===== src/rtl/nibcmd_pkg.sv =====
package nibcmd_pkg;

  localparam int AW = 8;
  localparam int DW = 8;
  localparam int NW = 4;

  localparam logic [3:0] OPC_ADDR_LO = 4'h2;
  localparam logic [3:0] OPC_ADDR_HI = 4'h3;
  localparam logic [3:0] OPC_DATA_LO = 4'h4;
  localparam logic [3:0] OPC_WR_HOLD = 4'h5;
  localparam logic [3:0] OPC_WR_ADV  = 4'h6;
  localparam logic [3:0] OPC_READ    = 4'h8;

  localparam logic [AW-1:0] ADR_IDENT   = 8'h00;
  localparam logic [AW-1:0] ADR_SCRATCH = 8'h01;
  localparam logic [AW-1:0] ADR_MODE    = 8'h02;

  localparam logic [DW-1:0] IDENT_VALUE  = 8'hA6;
  localparam logic [DW-1:0] MODE_START   = 8'h0D;
  localparam logic [DW-1:0] MODE_STOP    = 8'h11;
  localparam logic [DW-1:0] MODE_READOUT = 8'h02;

  typedef struct packed {
    logic          ld_alo;
    logic          ld_ahi;
    logic          ld_dlo;
    logic          wr;
    logic          wr_adv;
    logic          rd;
    logic          rd_adv;
    logic [NW-1:0] arg;
  } cmd_dec_t;

  function automatic logic [DW-1:0] join_byte(input logic [NW-1:0] hi,
                                              input logic [NW-1:0] lo);
    return {hi, lo};
  endfunction

  function automatic logic [AW-1:0] bump_addr(input logic [AW-1:0] a);
    return AW'(a + 1'b1);
  endfunction

  function automatic logic [DW-1:0] status_byte(input logic run,
                                                input logic mem,
                                                input logic trig);
    return {2'b00, trig, 3'b000, mem, run};
  endfunction

endpackage


===== src/rtl/nibcmd_decode.sv =====
module nibcmd_decode
  import nibcmd_pkg::*;
(
  input  logic     cmd_valid,
  input  logic [7:0] cmd_byte,
  output cmd_dec_t dec
);
  logic [3:0] opc;
  assign opc = cmd_byte[7:4];

  always_comb begin
    dec        = '0;
    dec.arg    = cmd_byte[3:0];
    if (cmd_valid) begin
      dec.ld_alo = (opc == OPC_ADDR_LO);
      dec.ld_ahi = (opc == OPC_ADDR_HI);
      dec.ld_dlo = (opc == OPC_DATA_LO);
      dec.wr     = (opc == OPC_WR_HOLD) || (opc == OPC_WR_ADV);
      dec.wr_adv = (opc == OPC_WR_ADV);
      dec.rd     = (opc == OPC_READ);
      dec.rd_adv = (opc == OPC_READ) && cmd_byte[0];
    end
  end
endmodule


===== src/rtl/nibcmd_pointer.sv =====
module nibcmd_pointer
  import nibcmd_pkg::*;
(
  input  logic          clk,
  input  logic          rst_n,
  input  cmd_dec_t      dec,
  output logic [AW-1:0] addr_q,
  output logic [NW-1:0] nib_q,
  output logic          wr_stb,
  output logic [DW-1:0] wr_data
);
  logic [AW-1:0] addr_d;

  always_comb begin
    addr_d = addr_q;
    if (dec.ld_alo)
      addr_d = {addr_q[AW-1:NW], dec.arg};
    else if (dec.ld_ahi)
      addr_d = {dec.arg, addr_q[NW-1:0]};
    else if (dec.wr_adv || dec.rd_adv)
      addr_d = bump_addr(addr_q);
  end

  always_ff @(posedge clk) begin
    if (!rst_n) begin
      addr_q <= '0;
      nib_q  <= '0;
    end else begin
      addr_q <= addr_d;
      if (dec.ld_dlo)
        nib_q <= dec.arg;
    end
  end

  assign wr_stb  = dec.wr;
  assign wr_data = join_byte(dec.arg, nib_q);
endmodule


===== src/rtl/nibcmd_regbank.sv =====
module nibcmd_regbank
  import nibcmd_pkg::*;
#(
  parameter int            GP_COUNT = 8,
  parameter logic [7:0]    GP_BASE  = 8'h10
) (
  input  logic                   clk,
  input  logic                   rst_n,
  input  logic                   wr_stb,
  input  logic [AW-1:0]          addr,
  input  logic [DW-1:0]          wr_data,
  input  logic                   trig_hit,
  output logic [DW-1:0]          rd_byte,
  output logic                   run_q,
  output logic                   mem_q,
  output logic                   trig_q,
  output logic [GP_COUNT*DW-1:0] gp_flat
);
  logic          scratch_q;
  logic [DW-1:0] scratch_r;
  logic          mode_wr;
  logic          start_cmd;
  logic          stop_cmd;
  logic          readout_cmd;
  logic [GP_COUNT-1:0] gp_hit;

  assign scratch_q   = wr_stb && (addr == ADR_SCRATCH);
  assign mode_wr     = wr_stb && (addr == ADR_MODE);
  assign start_cmd   = mode_wr && (wr_data == MODE_START);
  assign stop_cmd    = mode_wr && (wr_data == MODE_STOP);
  assign readout_cmd = mode_wr && (wr_data == MODE_READOUT);

  always_ff @(posedge clk) begin
    if (!rst_n) begin
      scratch_r <= '0;
      run_q     <= 1'b0;
      mem_q     <= 1'b0;
      trig_q    <= 1'b0;
    end else begin
      if (scratch_q)
        scratch_r <= wr_data;
      if (start_cmd) begin
        run_q <= 1'b1;
        mem_q <= 1'b0;
      end else if (stop_cmd) begin
        run_q <= 1'b0;
      end else if (readout_cmd) begin
        mem_q <= 1'b1;
      end
      if (start_cmd)
        trig_q <= 1'b0;
      else if (trig_hit && run_q)
        trig_q <= 1'b1;
    end
  end

  for (genvar g = 0; g < GP_COUNT; g++) begin : g_gp
    localparam logic [AW-1:0] SLOT = AW'(int'(GP_BASE) + g);
    logic [DW-1:0] r;
    assign gp_hit[g] = (addr == SLOT);
    always_ff @(posedge clk) begin
      if (!rst_n)
        r <= '0;
      else if (wr_stb && gp_hit[g])
        r <= wr_data;
    end
    assign gp_flat[g*DW +: DW] = r;
  end

  always_comb begin
    rd_byte = '0;
    if (addr == ADR_IDENT)
      rd_byte = IDENT_VALUE;
    else if (addr == ADR_SCRATCH)
      rd_byte = scratch_r;
    else if (addr == ADR_MODE)
      rd_byte = status_byte(run_q, mem_q, trig_q);
    else
      for (int i = 0; i < GP_COUNT; i++)
        if (gp_hit[i])
          rd_byte = gp_flat[i*DW +: DW];
  end
endmodule


===== src/rtl/nibcmd_top.sv =====
module nibcmd_top
  import nibcmd_pkg::*;
#(
  parameter int         GP_COUNT = 8,
  parameter logic [7:0] GP_BASE  = 8'h10
) (
  input  logic                 clk,
  input  logic                 rst_n,
  input  logic                 cmd_valid,
  input  logic [7:0]           cmd_byte,
  input  logic                 trig_hit,
  output logic                 rd_valid,
  output logic [7:0]           rd_data,
  output logic                 acq_run,
  output logic                 mem_rd_en,
  output logic [GP_COUNT*8-1:0] cfg_regs
);
  cmd_dec_t      dec;
  logic [AW-1:0] addr_q;
  logic [NW-1:0] nib_q;
  logic          wr_stb;
  logic [DW-1:0] wr_data;
  logic [DW-1:0] rd_byte;
  logic          trig_q;

  nibcmd_decode u_dec (
    .cmd_valid (cmd_valid),
    .cmd_byte  (cmd_byte),
    .dec       (dec)
  );

  nibcmd_pointer u_ptr (
    .clk     (clk),
    .rst_n   (rst_n),
    .dec     (dec),
    .addr_q  (addr_q),
    .nib_q   (nib_q),
    .wr_stb  (wr_stb),
    .wr_data (wr_data)
  );

  nibcmd_regbank #(.GP_COUNT(GP_COUNT), .GP_BASE(GP_BASE)) u_bank (
    .clk      (clk),
    .rst_n    (rst_n),
    .wr_stb   (wr_stb),
    .addr     (addr_q),
    .wr_data  (wr_data),
    .trig_hit (trig_hit),
    .rd_byte  (rd_byte),
    .run_q    (acq_run),
    .mem_q    (mem_rd_en),
    .trig_q   (trig_q),
    .gp_flat  (cfg_regs)
  );

  always_ff @(posedge clk) begin
    if (!rst_n) begin
      rd_valid <= 1'b0;
      rd_data  <= '0;
    end else begin
      rd_valid <= dec.rd;
      if (dec.rd)
        rd_data <= rd_byte;
    end
  end
endmodule


===== config.mk =====
export PLATFORM = sky130hd
export DESIGN_NAME = nibcmd_top
export DESIGN_NICKNAME = d
export VERILOG_FILES = /design/src/rtl/nibcmd_pkg.sv /design/src/rtl/nibcmd_decode.sv /design/src/rtl/nibcmd_pointer.sv /design/src/rtl/nibcmd_regbank.sv /design/src/rtl/nibcmd_top.sv
export SDC_FILE = /design/constraint.sdc
export NUM_CORES = 1
export LEC_CHECK = 0
export BUFFER_PORTS_ARGS = -buffer_cell sky130_fd_sc_hd__buf_2
export CAP_MARGIN = 20
export CORE_MARGIN = 2
export CORE_UTILIZATION = 40
export CTS_CLUSTER_SIZE = 40
export DETAILED_ROUTE_END_ITERATION = 7
export SLEW_MARGIN = 0
export SYNTH_ARGS = -nofsm -noshare
export SYNTH_HDL_FRONTEND = slang
export SYNTH_SLANG_ARGS = --single-unit

===== constraint.sdc =====
create_clock -name clk -period 2.5 [get_ports clk]
set_input_delay 0.25 -clock clk [delete_from_list [all_inputs] [get_ports clk]]
set_output_delay 0.25 -clock clk [all_outputs]
set_load 0.02 [all_outputs]

==> flow_metrics.env, run 1 <==
export IMPL_status="completed"
export IMPL_critPathKind="reg -> reg"
export IMPL_place_area_um2=5270
export IMPL_peakVddDrop_v=0.000536
export IMPL_relSlewSlack_pct=55.5
export IMPL_cts_buffers=9
export IMPL_fin_ws_ns=0.220
export IMPL_finClkSkew_ns=0.00675
export IMPL_ys_seq_elements=96
export IMPL_startpoint_type="register"
export IMPL_diodes=0
export IMPL_viasPerCell=5.56
export IMPL_dpl_hpwl_um=10100
export IMPL_io_buffer_count=86
export IMPL_hold_slack_ns=0.196
export IMPL_yosysWarnings=0
export IMPL_dr_pass1_iters=5
export IMPL_grt_overflow=0
export IMPL_post_drt_wl_per_cell_um=18.8
export IMPL_dp_cells=749
export IMPL_setup_viol=0
export IMPL_crit_path_max_fanout=15
export IMPL_die_w_um=113
export IMPL_finalMaxSlewViolations=0
export IMPL_post_cts_resized=0
export IMPL_area_growth_pct=17.5
export IMPL_final_period_utilization_pct=91.2
export IMPL_totalWireLength_um=14400
export IMPL_start_util_pct=41.1
export IMPL_total_power_mw=3.00
export IMPL_path_clk_slew_ns=0.07
export IMPL_die_area_um2=12700
export IMPL_p_per_area_nw_per_um2=542
export IMPL_maxCapViolCount=0
export IMPL_endpoint_kind="register"
export IMPL_synth_nets=560
export IMPL_rows=39
export IMPL_core_area_um2=11500
export IMPL_grt_max_degree=43
export IMPL_fin_tns_setup_ns=0
export IMPL_async_flop_share_pct=0
export IMPL_place_gp_congestion=0.887
export IMPL_postLayoutCoreUtil_pct=48.3
export IMPL_die_y_um=113
export IMPL_htree_levels=3
export IMPL_clockBufferDepth=2
export IMPL_clockRootBuffer="clkbuf_16"
export IMPL_yosysUniqueCellTypes=55
export IMPL_drtIter0Drc=268
export IMPL_cts_tree="built"
export IMPL_use_met3_pct=5.72
export IMPL_min_period_ns=2.28
export IMPL_grt_pass1_wl_um=22200
export IMPL_grt_use_met1_pct=30.4
export IMPL_layout_common_cells="dfxtp_1, nor2_1, buf_2, mux2i_1, nand2_1"
export IMPL_tightest_slew_ns=0.666
export IMPL_grt_pass1_vias=3945
export IMPL_design_area_um2=5540
export IMPL_grtUsageMet2_pct=36.4
export IMPL_drive_above_1_share_pct=21.4
export IMPL_vias=4255
export IMPL_postCtsHoldBufs=0
export IMPL_finalHoldViolations=0
export IMPL_worstSkewPairLatency_ns=0.35
export IMPL_syn_area_per_cell_um2=8.66
export IMPL_post_cts_setup_buffers=0
export IMPL_hp_class="in -> reg"
export IMPL_place_ws_ns=0.286
export IMPL_grt_total_usage_pct=22.8
export IMPL_synth_edf_count=0
export IMPL_cts_sinks=96
export IMPL_max_freq_mhz=439
export IMPL_antenna_found_initial=0
export IMPL_synthesis_area_um2=4710
export IMPL_ys_seq_area_share_pct=40.8
export IMPL_leakagePower_nw=2.42
export IMPL_final_cells=765
export IMPL_synth_main_ff_cell="dfxtp_1"
export IMPL_final_common_cell="dfxtp_1"
export IMPL_post_route_drc_count=0
export IMPL_ant_nets=0
export IMPL_final_nets=633
export IMPL_top_usage_layer="met2"
export IMPL_io_pins=87
export IMPL_rsz0062_at_grt="no"
export IMPL_cp_arrival_ns=2.52
export IMPL_postSynthCellCount=544
export IMPL_crit_required_ns=2.74
synth_stat cells, drive strengths merged (5+ instances only):
cell type | n | share of area, %
nand3 | 11 | 1.6
inv | 10 | 0.80
buf | 20 | 2.7
and3 | 6 | 0.80
nor2 | 96 | 7.8
o21ai | 24 | 2.5
nor2b | 15 | 2.0
dfxtp | 96 | 41
a31oi | 17 | 2.3
clkbuf | 25 | 2.0
nand2 | 36 | 2.9
o211ai | 8 | 1.3
a21oi | 23 | 2.4
nor3 | 10 | 1.3
and2 | 5 | 0.66
mux2i | 76 | 16
nand3b | 6 | 0.96
layout make-up:
cell class                      count  area [um^2]
Fill cell                        1119         5930
Multi-Input combinational cell    393         2540
Sequential cell                    96         1920
Timing Repair Buffer              107          588
Clock buffer                       11          233
Tap cell                          143          179
Inverter                           10         37.5
Clock inverter                      5         33.8
kinds of logic after synthesis:
family	count (synthesis)	share of synthesized area, %
AOI/OAI and AO/OA	101	13.7
xor gates and xnor gates	3	0.558
adders and majority gates	4	1.06
buffers and inverters	55	5.52
DFF	96	40.8
muxes	77	16.4
and+or+nand+nor	208	22.0
registers in the layout, summed over array words and instances (netlist names):
| register | count |
|---|---|
| rd_valid | 1 |
| u_bank.run_q | 1 |
| u_bank.g_gp.r | 64 |
| u_bank.trig_q | 1 |
| rd_data | 8 |
| u_ptr.nib_q | 4 |
| u_ptr.addr_q | 8 |
| u_bank.scratch_r | 8 |
| u_bank.mem_q | 1 |
per-layer routing:
| layer | wire length, um | part of all wire, % | vias up |
|---|---|---|---|
| met5 | 0 | 0 | - |
| met1 | 6440 | 45 | 2040 |
| met3 | 944 | 6.6 | 22 |
| li1 | - | - | 2062 |
| met2 | 6680 | 47 | 131 |
| met4 | 297 | 2.1 | 0 |
critical path, stage by stage, from the launching register on:
cell,delay (ns)
dfxtp_1,0.37
inv_1,0.12
ha_1,0.56
buf_4,0.28
nor3b_1,0.19
a31oi_1,0.06
o22ai_1,0.20
nor3_1,0.10
o31a_1,0.28
final timing paths:
| kind | start | end | slack, ns | cells past startpoint |
|---|---|---|---|---|
| hold / removal | trig_hit | u_bank.trig_q | 0.20 | 3 |
| setup / recovery | u_ptr.addr_q[1] | rd_data[5] | 0.22 | 8 |
| hold reg to reg | u_bank.scratch_r[1] | u_bank.scratch_r[1] | 0.50 | 2 |
| setup reg to reg | u_ptr.addr_q[1] | rd_data[5] | 0.22 | 8 |
power by group:
group / internal (mW) / switching [mW]
logic: 0.0574 / 0.124
registers: 1.53 / 0.00964
clock network: 0.673 / 0.603
Power figures use the tool's default switching activity.
==> run 2: changes to the inputs <==
--- a/config.mk
+++ b/config.mk
@@ -5,6 +5,7 @@
 export SDC_FILE = /design/constraint.sdc
 export NUM_CORES = 1
 export LEC_CHECK = 0
+export ABC_AREA = 1
 export BUFFER_PORTS_ARGS = -buffer_cell sky130_fd_sc_hd__buf_2
 export CAP_MARGIN = 20
 export CORE_MARGIN = 2
==> flow_metrics.env, run 2 <==
export IMPL_startpoint_type="register"
export IMPL_viasPerCell=5.19
export IMPL_worstSkewPairLatency_ns=0.34
export IMPL_reg2reg_to="rd_data[0]"
export IMPL_area_growth_pct=17.1
export IMPL_final_fill_count=1148
export IMPL_path_clk_slew_ns=0.07
export IMPL_postSynthCellCount=622
export IMPL_p_clk_share_pct=43.8
export IMPL_synth_nets=638
export IMPL_critPathKind="reg -> reg"
export IMPL_synth_top_cells_by_area="dfxtp_1, nand2_1, a21oi_1"
export IMPL_min_period_ns=2.28
export IMPL_post_drt_wl_per_cell_um=16.1
export IMPL_drtIter0Drc=235
export IMPL_ant_nets=0
export IMPL_final_common_cell="nand2_1"
export IMPL_synth_top_cell_area_share_pct=41.5
export IMPL_die_w_um=112
export IMPL_yosys_area_top_type="dfxtp_1"
export IMPL_r2r_slack_ns=0.22
export IMPL_relSlewSlack_pct=50.1
export IMPL_regMostFlops="u_bank.g_gp.r"
export IMPL_grt_total_usage_pct=21.8
export IMPL_synthSimpleGateAreaFrac_pct=25.8
export IMPL_ys_seq_elements=96
export IMPL_postCtsHoldBufs=0
export IMPL_finClkSkew_ns=0.00583
export IMPL_cts_tree="built"
export IMPL_io_pins=87
export IMPL_tightest_slew_ns=0.741
export IMPL_vias=4387
export IMPL_grt_max_degree=32
export IMPL_finalHoldViolations=0
export IMPL_synthMuxAreaShare_pct=0
export IMPL_dpl_hpwl_um=9780
export IMPL_leakagePower_nw=2.48
export IMPL_cts_buffers=9
export IMPL_die_y_um=112
export IMPL_grt_pass1_wl_um=21600
export IMPL_seq_power_share_pct=50.5
export IMPL_place_gp_congestion=0.835
export IMPL_cts_sinks=96
export IMPL_p_per_area_nw_per_um2=566
export IMPL_setup_viol=0
export IMPL_die_area_um2=12400
export IMPL_pwr_share_comb_pct=5.6
export IMPL_total_power_mw=3.07
export IMPL_hold_slack_ns=0.164
export IMPL_post_route_drc_count=0
export IMPL_grt_pass1_vias=4078
export IMPL_peakVddDrop_v=0.000261
export IMPL_io_buffer_count=86
export IMPL_endpoint_kind="register"
export IMPL_synth_edf_count=0
export IMPL_ys_seq_area_share_pct=41.5
export IMPL_clockRootBuffer="clkbuf_16"
export IMPL_finalMaxSlewViolations=0
export IMPL_post_cts_resized=0
export IMPL_totalWireLength_um=13600
export IMPL_final_nets=713
export IMPL_clockBufferDepth=2
export IMPL_yosysWarnings=0
export IMPL_r2r_start="u_ptr.addr_q[0]"
export IMPL_yosysUniqueCellTypes=41
export IMPL_synth_compound_area_share_pct=22.2
export IMPL_crit_required_ns=2.70
export IMPL_largest_reg_flops=64
export IMPL_synthesis_area_um2=4630
export IMPL_final_period_utilization_pct=91.1
export IMPL_core_area_um2=11400
export IMPL_rows=39
export IMPL_drive_above_1_share_pct=22.2
export IMPL_synth_top_family_by_area="simple AND/OR/NAND/NOR gates"
export IMPL_layout_common_cells="nand2_1, dfxtp_1, buf_2, a21oi_1, o21ai_0"
export IMPL_dr_pass1_iters=5
export IMPL_antenna_found_initial=0
export IMPL_syn_area_per_cell_um2=7.44
export IMPL_maxCapViolCount=0
export IMPL_synth_main_ff_cell="dfxtp_1"
export IMPL_async_flop_share_pct=0
export IMPL_status="completed"
export IMPL_internal_power_mw=2.35
export IMPL_switching_power_mw=0.720
export IMPL_hold_end="u_bank.trig_q"
export IMPL_cp_arrival_ns=2.47
export IMPL_crit_path_max_fanout=6
export IMPL_synth_most_common_cell="nand2_1"
export IMPL_htree_levels=3
export IMPL_synthAdderAreaFrac_pct=1.08
export IMPL_max_freq_mhz=439
export IMPL_reg2reg_depth=14
export IMPL_grt_overflow=0
export IMPL_start_util_pct=40.7
export IMPL_hp_class="in -> reg"
export IMPL_rsz0062_at_grt="no"
export IMPL_holdPathStages=3
export IMPL_hold_start="trig_hit"
export IMPL_post_cts_setup_buffers=0
export IMPL_synthTopCellsByCount="nand2_1, dfxtp_1, a21oi_1, o21ai_0, inv_1"
export IMPL_p_sw_share_pct=23.5
export IMPL_synth_xor_area_share_pct=0.757
export IMPL_fin_tns_setup_ns=0
export IMPL_diodes=0
## run 2: stage by stage
| step | utilization (%) | setup WS [ns] | cell area, um^2 | std cells |
|---|---|---|---|---|
| 2_1_floorplan | - | 0.763 | 4630 | 622 |
| 3_3_place_gp | 45.1 | 0.305 | 5120 | 829 |
| 3_5_place_dp | 45.1 | 0.248 | 5120 | 829 |
| 4_1_cts | 47.7 | 0.223 | 5420 | 845 |
| 5_1_grt | 47.7 | 0.0598 | 5420 | 845 |
| 6_report | 47.7 | 0.223 | 5420 | 845 |
## run 2: worst max-delay path by stage
stage	endpoint	from	depth (start not counted)	slack, ns
2_1_floorplan	rd_data[3]	u_ptr.addr_q[0]	14	0.76
3_3_place_gp	rd_data[0]	u_ptr.addr_q[4]	12	0.30
3_5_place_dp	rd_data[0]	u_ptr.addr_q[0]	14	0.25
4_1_cts	rd_data[0]	u_ptr.addr_q[0]	14	0.22
5_1_grt	rd_data[0]	u_ptr.addr_q[4]	12	0.06
6_report	rd_data[0]	u_ptr.addr_q[0]	14	0.22
## run 2: per-layer routing
metal  vias up  global-route usage, %  part of all wire [%]
met1      2020                   30.6                    48
met5         -                      0                     0
met4         0                   7.08                   1.8
li1       2237                      -                     -
met3        17                   2.78                   4.0
met2       113                   35.0                    46
## run 2: power groups by stage
| stage | sequential, mW | combinational, mW | clock (mW) |
|---|---|---|---|
| floorplan | 1.58 | 0.111 | 0 |
| global placement | 1.58 | 0.171 | 0 |
| detailed placement | 1.58 | 0.171 | 0 |
| CTS | 1.55 | 0.172 | 1.37 |
| global route | 1.55 | 0.189 | 1.42 |
| finish | 1.55 | 0.172 | 1.34 |
## run 2: kinds of logic (layout without fill, tap and decap cells)
family,count (synthesis),after routing
flip-flops,96,96
XOR/XNOR,4,4
adder cells (fa/ha/maj),4,4
buffers and inverters,91,171
AO/OA/AOI/OAI,194,194
AND/OR/NAND/NOR,233,233
## run 2: area by class of cell
class	count	area (um^2)	share of cell area, %
multi-input cells	435	2310	42.6
clock inverters	3	25.0	0.462
repair buffers	93	483	8.91
clock buffers	13	270	4.99
inverters	62	233	4.30
well taps	143	179	3.30
flip-flops and latches	96	1920	35.5
## run 2: critical path, cell delays in order (launching register included)
cell and delay (ns):
dfxtp_1 0.43, ha_1 0.34, inv_1 0.08, nor2_2 0.21, nand2_1 0.19, nand3_1 0.14, nand3_1 0.10, nand3_1 0.12
nand3_1 0.09, nand2_1 0.06, nand2_1 0.06, nand2_1 0.08, nand2_1 0.07, nand2_1 0.08, a21oi_1 0.07
==> run 3: changes to the inputs <==
--- a/config.mk
+++ b/config.mk
@@ -9,9 +9,10 @@
 export BUFFER_PORTS_ARGS = -buffer_cell sky130_fd_sc_hd__buf_2
 export CAP_MARGIN = 20
 export CORE_MARGIN = 2
-export CORE_UTILIZATION = 40
+export CORE_UTILIZATION = 50
 export CTS_CLUSTER_SIZE = 40
 export DETAILED_ROUTE_END_ITERATION = 7
+export PLACE_DENSITY = 0.73
 export SLEW_MARGIN = 0
 export SYNTH_ARGS = -nofsm -noshare
 export SYNTH_HDL_FRONTEND = slang
==> flow_metrics.env, run 3 (synthesis results as in run 2) <==
export IMPL_fin_tns_setup_ns=0
export IMPL_crit_required_ns=2.72
export IMPL_internal_power_mw=2.24
export IMPL_dpl_hpwl_um=9170
export IMPL_cp_slowest_stage_delay_ns=0.45
export IMPL_vias=4486
export IMPL_min_period_ns=2.27
export IMPL_rows=35
export IMPL_grt_pass1_wl_um=21100
export IMPL_hp_class="in -> reg"
export IMPL_finalHoldViolations=0
export IMPL_status="completed"
export IMPL_layout_common_cells="nand2_1, dfxtp_1, buf_2, a21oi_1, o21ai_0"
export IMPL_p_sw_share_pct=23.2
export IMPL_cp_arrival_ns=2.48
export IMPL_area_growth_pct=14.6
export IMPL_maxCapViolCount=0
export IMPL_startpoint_type="register"
export IMPL_totalWireLength_um=13000
export IMPL_cts_tree="built"
export IMPL_place_gp_congestion=0.887
export IMPL_pwr_share_comb_pct=5.8
export IMPL_die_area_um2=10000
export IMPL_final_cells=810
export IMPL_die_w_um=100
export IMPL_peakVddDrop_v=0.000404
export IMPL_crit_path_max_fanout=6
export IMPL_tightest_slew_ns=0.691
export IMPL_die_y_um=100
export IMPL_grt_overflow=0
export IMPL_post_cts_resized=0
export IMPL_grt_pass1_vias=4159
export IMPL_largest_reg_flops=64
export IMPL_regMostFlops="u_bank.g_gp.r"
export IMPL_start_util_pct=50.8
export IMPL_cts_sinks=96
export IMPL_diodes=0
export IMPL_cp_top_family="simple AND/OR/NAND/NOR gates"
export IMPL_drive_above_1_share_pct=22.0
export IMPL_worstSkewPairLatency_ns=0.36
export IMPL_rsz0062_at_grt="no"
export IMPL_io_buffer_count=86
export IMPL_htree_levels=3
export IMPL_finalMaxSlewViolations=0
export IMPL_final_common_cell="nand2_1"
export IMPL_crit_path_frequent_cell="nand2_1"
export IMPL_viasPerCell=5.54
export IMPL_core_area_um2=9110
export IMPL_critPathKind="reg -> reg"
export IMPL_switching_power_mw=0.676
export IMPL_io_pins=87
export IMPL_dp_cells=796
export IMPL_dr_pass1_iters=5
export IMPL_path_clk_slew_ns=0.09
export IMPL_post_route_drc_count=0
export IMPL_grt_max_degree=46
export IMPL_drtIter0Drc=309
export IMPL_grt_total_usage_pct=26.6
export IMPL_seq_power_share_pct=53.1
export IMPL_setup_viol=0
export IMPL_crit_chain="ha_1 > inv_1 > nor2_2 > nand2_1 > nand3_1 > nand3_1 > nand3_1 > nand3_1 > nand2_1 > nand2_1 > nand2_1 > nand2_1 > nand2_1 > a21oi_1"
export IMPL_final_period_utilization_pct=90.6
export IMPL_total_power_mw=2.92
export IMPL_post_cts_setup_buffers=0
export IMPL_final_nets=712
export IMPL_leakagePower_nw=2.45
export IMPL_p_clk_share_pct=41.1
export IMPL_cpMaxStageDelayCell="dfxtp_1"
export IMPL_max_freq_mhz=441
export IMPL_ant_nets=0
export IMPL_p_per_area_nw_per_um2=550
export IMPL_clockBufferDepth=2
export IMPL_clockRootBuffer="clkbuf_8"
export IMPL_postCtsHoldBufs=0
export IMPL_cts_buffers=9
export IMPL_endpoint_kind="register"
export IMPL_place_area_um2=5070
export IMPL_antenna_found_initial=0
export IMPL_design_area_um2=5310
export IMPL_post_drt_wl_per_cell_um=16.1
export IMPL_finClkSkew_ns=0.00748
export IMPL_relSlewSlack_pct=53.4
export IMPL_path_buf_inv=1
[run 3: worst register-to-register path, cell delays in order (launching register included)]
cell and delay (ns):
dfxtp_1 0.45, ha_1 0.33, inv_1 0.09, nor2_2 0.20, nand2_1 0.18, nand3_1 0.15, nand3_1 0.10, nand3_1 0.10
nand3_1 0.08, nand2_1 0.07, nand2_1 0.06, nand2_1 0.09, nand2_1 0.07, nand2_1 0.08, a21oi_1 0.08
[run 3: final timing paths]
path / endpoint / startpoint / slack, ns / depth (start not counted)
setup / recovery: rd_data[0] / u_ptr.addr_q[0] / 0.23 / 14
hold reg to reg: rd_data[4] / rd_data[4] / 0.48 / 2
setup reg to reg: rd_data[0] / u_ptr.addr_q[0] / 0.23 / 14
hold / removal: u_bank.trig_q / trig_hit / 0.15 / 3
[run 3: metal layers]
metal  global-route usage [%]  wire [um]  vias to the layer above
li1                         -          -                     2227
met1                     37.4       5940                     2065
met2                     42.0       6020                      172
met3                     5.08        806                       22
met4                     7.17        263                        0
met5                        0          0                        -
[run 3: layout make-up]
cell class / instances / area [um^2]
sequential: 96 / 1920
timing repair buffer: 92 / 475
clock inverter: 5 / 106
multi-input combinational: 435 / 2310
tap: 111 / 139
clock buffer: 9 / 124
inverter: 62 / 233
fill: 883 / 3800
[run 3: per-stage QoR]
| step | utilization, % | setup WS [ns] | hold WS, ns |
|---|---|---|---|
| after floorplan | - | 0.763 | 0.407 |
| after global placement | 55.7 | 0.379 | 0.460 |
| after detailed placement | 55.7 | 0.300 | 0.469 |
| after CTS | 58.2 | 0.281 | 0.143 |
| after global routing | 58.2 | 0.0218 | 0.163 |
| final | 58.2 | 0.234 | 0.146 |
[run 3: power groups by stage]
| stage | registers (mW) | clock network [mW] | logic, mW |
|---|---|---|---|
| 6_report | 1.55 | 1.20 | 0.170 |
| 5_1_grt | 1.55 | 1.28 | 0.186 |
| 4_1_cts | 1.55 | 1.20 | 0.168 |
| 3_5_place_dp | 1.58 | 0 | 0.167 |
| 3_3_place_gp | 1.58 | 0 | 0.165 |
| 2_1_floorplan | 1.58 | 0 | 0.111 |
